**src/rtl/cfs_pkg.sv**
```systemverilog
package cfs_pkg;

    typedef enum logic {
        SIDE_WR = 1'b0,
        SIDE_RD = 1'b1
    } side_e;

    localparam int unsigned MIN_DEPTH = 2;

endpackage

```
**src/rtl/cfs_token_ptr.sv**
```systemverilog
module cfs_token_ptr
    import cfs_pkg::*;
#(
    parameter int unsigned DEPTH = 8,
    parameter side_e       SIDE  = SIDE_WR,
    localparam int unsigned AW   = $clog2(DEPTH)
) (
    input  logic          clk,
    input  logic          rst_n,
    input  logic          start_own,
    input  logic          req,
    input  logic          allow,
    input  logic          take_n,
    output logic          fire,
    output logic [AW-1:0] ptr,
    output logic          pass_n
);
    localparam logic [AW-1:0] LAST = AW'(DEPTH - 1);

    typedef struct packed {
        logic          own;
        logic [AW-1:0] ptr;
    } tok_t;

    tok_t st_d, st_q;
    logic at_last;

    always_comb begin
        st_d    = st_q;
        at_last = (st_q.ptr == LAST);
        fire    = req && st_q.own && allow;
        pass_n  = !(fire && at_last);
        if (fire) begin
            st_d.ptr = at_last ? '0 : st_q.ptr + AW'(1);
            if (at_last) st_d.own = 1'b0;
        end
        if (!take_n) st_d.own = 1'b1;
    end

    always_ff @(posedge clk) begin
        if (!rst_n) st_q <= '{own: start_own, ptr: '0};
        else        st_q <= st_d;
    end

    assign ptr = st_q.ptr;

    // R3 (write side), R4 (read side)
    pass_wrap_chk: assert property (@(posedge clk) disable iff (!rst_n)
        !pass_n |=> (st_q.ptr == '0))
        else $error("pointer on side %0d did not return to 0", SIDE);


    pass_drop_chk: assert property (@(posedge clk) disable iff (!rst_n)
        (!pass_n && take_n) |=> !st_q.own);


    pass_width_chk: assert property (@(posedge clk) disable iff (!rst_n)
        !pass_n |=> pass_n);


    take_chk: assert property (@(posedge clk) disable iff (!rst_n)
        !take_n |=> st_q.own);

endmodule

```
**src/rtl/cfs_store.sv**
```systemverilog
module cfs_store #(
    parameter int unsigned DEPTH = 8,
    parameter int unsigned WIDTH = 9,
    localparam int unsigned AW   = $clog2(DEPTH)
) (
    input  logic             clk,
    input  logic             we,
    input  logic [AW-1:0]    waddr,
    input  logic [WIDTH-1:0] wdata,
    input  logic [AW-1:0]    raddr,
    output logic [WIDTH-1:0] rdata
);
    logic [WIDTH-1:0] mem_d [DEPTH];
    logic [WIDTH-1:0] mem_q [DEPTH];

    always_comb begin
        mem_d = mem_q;
        if (we) mem_d[waddr] = wdata;
    end

    always_ff @(posedge clk) begin
        mem_q <= mem_d;
    end

    assign rdata = mem_q[raddr];

endmodule

```
**src/rtl/cfs_occupancy.sv**
```systemverilog
module cfs_occupancy #(
    parameter int unsigned DEPTH = 8,
    localparam int unsigned CW   = $clog2(DEPTH + 1)
) (
    input  logic clk,
    input  logic rst_n,
    input  logic inc,
    input  logic dec,
    output logic empty_n,
    output logic full_n
);
    logic [CW-1:0] count_d, count_q;

    always_comb begin
        count_d = count_q;
        case ({inc, dec})
            2'b10:   count_d = count_q + CW'(1);
            2'b01:   count_d = count_q - CW'(1);
            default: count_d = count_q;
        endcase
    end

    always_ff @(posedge clk) begin
        if (!rst_n) count_q <= '0;
        else        count_q <= count_d;
    end

    assign empty_n = (count_q != '0);
    assign full_n  = (count_q != CW'(DEPTH));


    full_hold_chk: assert property (@(posedge clk) disable iff (!rst_n)
        (!full_n && !dec) |=> !full_n);


    empty_rise_chk: assert property (@(posedge clk) disable iff (!rst_n)
        $rose(empty_n) |-> $past(inc));


    both_steady_chk: assert property (@(posedge clk) disable iff (!rst_n)
        (inc && dec) |=> ($stable(empty_n) && $stable(full_n)));

endmodule

```
**src/rtl/chain_fifo_slice.sv**
```systemverilog
module chain_fifo_slice
    import cfs_pkg::*;
#(
    parameter int unsigned WIDTH = 9,
    parameter int unsigned DEPTH = 8
) (
    input  logic             clk,
    input  logic             rst_n,
    input  logic             first_load_n,
    input  logic             wr_en,
    input  logic             rd_en,
    input  logic [WIDTH-1:0] din,
    input  logic             xi_wr_n,
    input  logic             xi_rd_n,
    output logic [WIDTH-1:0] dout,
    output logic             dout_oe,
    output logic             empty_n,
    output logic             full_n,
    output logic             xo_wr_n,
    output logic             xo_rd_n
);
    localparam int unsigned AW = $clog2(DEPTH);

    logic [1:0]    req_v, allow_v, take_n_v, fire_v, pass_n_v;
    logic [AW-1:0] ptr_v [2];
    logic [WIDTH-1:0] rdata;

    assign req_v    = {rd_en, wr_en};
    assign allow_v  = {empty_n, full_n};
    assign take_n_v = {xi_rd_n, xi_wr_n};

    for (genvar s = 0; s < 2; s++) begin : g_side
        cfs_token_ptr #(
            .DEPTH (DEPTH),
            .SIDE  (side_e'(s))
        ) u_tok (
            .clk       (clk),
            .rst_n     (rst_n),
            .start_own (!first_load_n),
            .req       (req_v[s]),
            .allow     (allow_v[s]),
            .take_n    (take_n_v[s]),
            .fire      (fire_v[s]),
            .ptr       (ptr_v[s]),
            .pass_n    (pass_n_v[s])
        );
    end

    cfs_occupancy #(.DEPTH(DEPTH)) u_occ (
        .clk     (clk),
        .rst_n   (rst_n),
        .inc     (fire_v[SIDE_WR]),
        .dec     (fire_v[SIDE_RD]),
        .empty_n (empty_n),
        .full_n  (full_n)
    );

    cfs_store #(.DEPTH(DEPTH), .WIDTH(WIDTH)) u_mem (
        .clk   (clk),
        .we    (fire_v[SIDE_WR]),
        .waddr (ptr_v[SIDE_WR]),
        .wdata (din),
        .raddr (ptr_v[SIDE_RD]),
        .rdata (rdata)
    );

    assign dout_oe = fire_v[SIDE_RD];
    assign dout    = dout_oe ? rdata : '0;
    assign xo_wr_n = pass_n_v[SIDE_WR];
    assign xo_rd_n = pass_n_v[SIDE_RD];

    initial begin : depth_param_chk
        assert (DEPTH >= MIN_DEPTH) else $error("DEPTH below minimum");
    end


    reset_state_chk: assert property (@(posedge clk)
        !rst_n |=> (!empty_n && full_n && xo_wr_n && xo_rd_n));


    oe_has_data_chk: assert property (@(posedge clk) disable iff (!rst_n)
        dout_oe |-> (empty_n && rd_en));


    bus_quiet_chk: assert property (@(posedge clk) disable iff (!rst_n)
        !dout_oe |-> (dout == '0));

endmodule

```
**config.mk**
```make
export PLATFORM = sky130hd
export DESIGN_NAME = chain_fifo_slice
export DESIGN_NICKNAME = d
export VERILOG_FILES = /design/src/rtl/cfs_pkg.sv /design/src/rtl/cfs_token_ptr.sv /design/src/rtl/cfs_store.sv /design/src/rtl/cfs_occupancy.sv /design/src/rtl/chain_fifo_slice.sv
export SDC_FILE = /design/constraint.sdc
export NUM_CORES = 1
export LEC_CHECK = 0
export BUFFER_PORTS_ARGS = -buffer_cell sky130_fd_sc_hd__buf_2
export CAP_MARGIN = 5
export CORE_ASPECT_RATIO = 0.7
export CORE_MARGIN = 1
export CORE_UTILIZATION = 45
export DETAILED_ROUTE_END_ITERATION = 10
export SKIP_LAST_GASP = 1
export SYNTH_ARGS = -nofsm -noshare
export SYNTH_HDL_FRONTEND = slang
export SYNTH_HIERARCHICAL = 1
export SYNTH_SLANG_ARGS = --single-unit
```
**constraint.sdc**
```tcl
create_clock -name clk -period 3 [get_ports clk]
set_input_delay 0.15 -clock clk [delete_from_list [all_inputs] [get_ports clk]]
set_output_delay 0.15 -clock clk [all_outputs]
set_load 0.02 [all_outputs]
```
==> parameters.txt <==
Parameter                              Value

Outcome
  Outcome ... finished, violations left
  Failing checks ... design-rule violations

Timing
  Final Hold Violating Endpoints ... 0
  Normalized max-slew margin ... 56.85%
  Max Slew Vio Count ... 0
  Final setup fails ... 0
  Slew at the pin with the worst max-slew slack ... 0.6464 ns
  Setup Skew ... 0.006099 ns
  Top achievable clock speed ... 405.1 MHz
  Post-Route Setup TNS ... 0 ns
  Share of the cycle needed by the critical path after routing ... 82.28%
  Final Critical Period ... 2.468 ns
  Setup repair after global routing missed its margin ... no

Die
  IO Pins ... 30
  Die area ... 0.008512 mm²
  Area of the placeable core ... 0.007871 mm²
  Initial standard-cell utilization of the core ... 46.54%
  Number of rows in the core area ... 27
  Horizontal die dimension ... 109.8 µm
  Die Y ... 77.49 µm

Layout
  Share of layout cells above drive strength 1 ... 25.50%
  Most common cell after layout, fill and taps aside ... edfxtp_1
  Count of placed standard cells in the final layout, fillers left out ... 352
  # nets final ... 269
  Most frequent cells in the layout ... 74 x edfxtp_1, 29 x buf_2, 18 x mux4_1
  Post-synthesis to final-layout area growth ... 15.20%
  Final-layout fill cell count ... 646
  Share of the core filled with cells in the final layout ... 53.62%
  Antenna diode count ... 0

Synthesis
  Cell area after synthesis ... 0.003664 mm²
  Synth warnings ... 6
  Number of nets in the synthesized netlist ... 231
  Syn Inst Count ... 208
  Asr flop ratio synth ... 0%
  Sequential share of the synthesized area ... 66.12%
  Count of distinct cell types in the synthesized netlist ... 33
  Register bit total from synthesis ... 84
  Post-Synthesis Mean Instance Area ... 17.61 µm²
  Primary FF master, synth ... edfxtp_1
  Post-synth EDFFs ... 74

Power and ir drop
  Switching power total ... 0.0005918 W
  Portion of total power attributed to combinational logic ... 10.8%
  Internal cell power ... 0.002172 W
  Net switching share of the total power ... 21.41%
  Total Power ... 0.002764 W
  Power per cell area ... 654.9 mW/mm²
  Standby leakage power ... 1.530 nW
  Clock group share of total power ... 41.1%
  Worst vdd rail ir drop ... 0.3410 mV
  Fraction of power consumed by sequential logic ... 48.1%

Worst setup path
  Crit path arrival time ... 2.73 ns
  Endpoint of the worst-slack reg-to-reg timing path ... u_occ/count_q[2]
  Reg-to-Reg Start ... u_occ/count_q[0]
  Kind of start point of the critical path ... flip-flop
  Cells on worst reg2reg path ... 11
  Max Fanout on Critical Path ... 6
  Flop2flop setup slack ... 0.53 ns
  Classification of the worst setup path ... flip-flop to flip-flop
  Critical path data required time ... 3.27 ns
  Nature of the critical path endpoint ... flip-flop
  Critical path launch point ... u_occ/count_q[0]

Clock network
  Total of cells resized after clock tree synthesis ... 0
  CTS root buffer ... clkbuf_16
  Number of levels in the clock H-tree ... 3
  Number of buffers added by the clock tree synthesis step ... 9
  Max Root-Sink Buffers ... 2
  CTS Hold Buffers Added ... 0
  Clock-pin slew of the registers on the worst-case setup and hold paths ... 0.06 ns
  CTS tree ... yes
  TritonCTS Sinks ... 84
  Buffers inserted during post-CTS setup optimization ... 0
  Clock latency at the later pin of the worst-skew pair ... 0.33 ns

Route
  Number of DRC markers after the initial detailed-route iteration ... 77
  Average vias per placed instance ... 5.301
  First drt pass iteration count ... 7
  Routed wire length ... 6361 µm
  Vias post-DR ... 1866
  Number of antenna-violating nets in the routed design ... 0
  Average detailed-routed wire length per instance ... 18.07 µm
  Remaining DRCs ... 2

Worst hold path
  Tightest Hold Check Type ... input port to flip-flop
  Worst-case hold path end point ... u_mem/mem_q[59]
  Launch instance of the worst min-delay path ... din[5]
  Cells on Worst Hold Path ... 1

Global routing
  First-pass GRT wire length ... 9894 µm
  Maximum number of pins on one net before global-route repair ... 22
  Via count of the first global-routing pass ... 1825
  Gr ovfl total ... 0
  Antenna violations before repair ... 0
  Total Routing Usage GR ... 16.73%

Placement
  Routability congestion estimate ... 0.7802
  DP HPWL ... 4111 µm
  Count of buffers from port buffering ... 29
  Cell Count Post-Placement ... 336

Flow run
  Max-capacitance violation count ... 0
area by class of cell:
type | instances | area [µm²] | share of cell area (%)
clock inverters | 5 | 76.32 | 1.808
well taps | 101 | 126.4 | 2.994
clock buffers | 11 | 232.7 | 5.514
multi-input cells | 105 | 1105 | 26.18
flip-flops and latches | 84 | 2422 | 57.40
inverters | 4 | 15.01 | 0.3558
repair buffers | 42 | 242.7 | 5.752
power groups by stage:
stage | combinational, W | clock [W] | sequential, W
2_1_floorplan | 0.000235 | 0 | 0.00135
3_3_place_gp | 0.000297 | 0 | 0.00135
3_5_place_dp | 0.000302 | 0 | 0.00135
4_1_cts | 0.000303 | 0.00117 | 0.00133
5_1_grt | 0.000328 | 0.00121 | 0.00133
6_report | 0.000300 | 0.00114 | 0.00133
kinds of logic (layout without fill, tap and decap cells):
family / Yosys count / count (layout) / share of synthesized area (%)
flops: 84 / 84 / 66.12
xor+xnor: 3 / 3 / 0.7173
compound gates: 6 / 6 / 1.127
buf+inv: 19 / 62 / 3.722
fa+ha+maj: 7 / 7 / 2.391
mux: 37 / 37 / 18.41
simple gates: 52 / 52 / 7.514
metal layers:
metal	up-vias	track usage, %	share of wire (%)
li1	886	-	-
met5	-	0	0
met3	4	6.050	4.2
met4	0	4.400	0.41
met2	39	25.81	48
met1	937	22.40	47
worst max path at each step:
stage	to	slack [ns]
after global routing	u_occ/count_q[2]	0.32
after floorplan	u_occ/count_q[2]	0.54
after CTS	u_occ/count_q[2]	0.52
after global placement	u_occ/count_q[2]	0.62
final	u_occ/count_q[2]	0.53
after detailed placement	u_occ/count_q[2]	0.53
per-stage QoR:
stage / area (µm²) / worst slack [ns] / hold slack, ns
after global routing: 4220 / 0.3194 / 0.09463
after global placement: 3911 / 0.6178 / 0.4228
final: 4220 / 0.5316 / 0.09095
after floorplan: 3664 / 0.5423 / 0.2489
after detailed placement: 3911 / 0.5267 / 0.4329
after CTS: 4220 / 0.5232 / 0.07976
state kept, by name, indices dropped and copies added (netlist names):
signal and flops:
u_occ/count_q 4, u_mem/mem_q 72, g_side.u_tok/ptr 6, g_side.u_tok/st_q 2
synth_stat cells, drive strengths merged (3+ instances only):
cell,count,share of area (%)
and2,10,1.7
buf,14,3.2
dfxtp,10,5.5
edfxtp,74,61
ha,7,2.4
inv,4,0.41
mux2,9,2.8
mux2i,10,2.7
mux4,18,13
nand2,14,1.4
nand2b,5,0.85
nor2,6,0.61
nor2b,3,0.51
nor3,3,0.41
worst max-delay path, stage by stage (launching register included):
cell	delay, ns
dfxtp_1	0.36
nor3_1	0.27
nand2_1	0.14
and3_1	0.29
inv_1	0.11
ha_1	0.25
xor2_1	0.18
ha_1	0.18
a21oi_2	0.04
xor2_1	0.15
or3_1	0.31
a21boi_1	0.14
No activity file was read; power rests on OpenSTA's default activity.
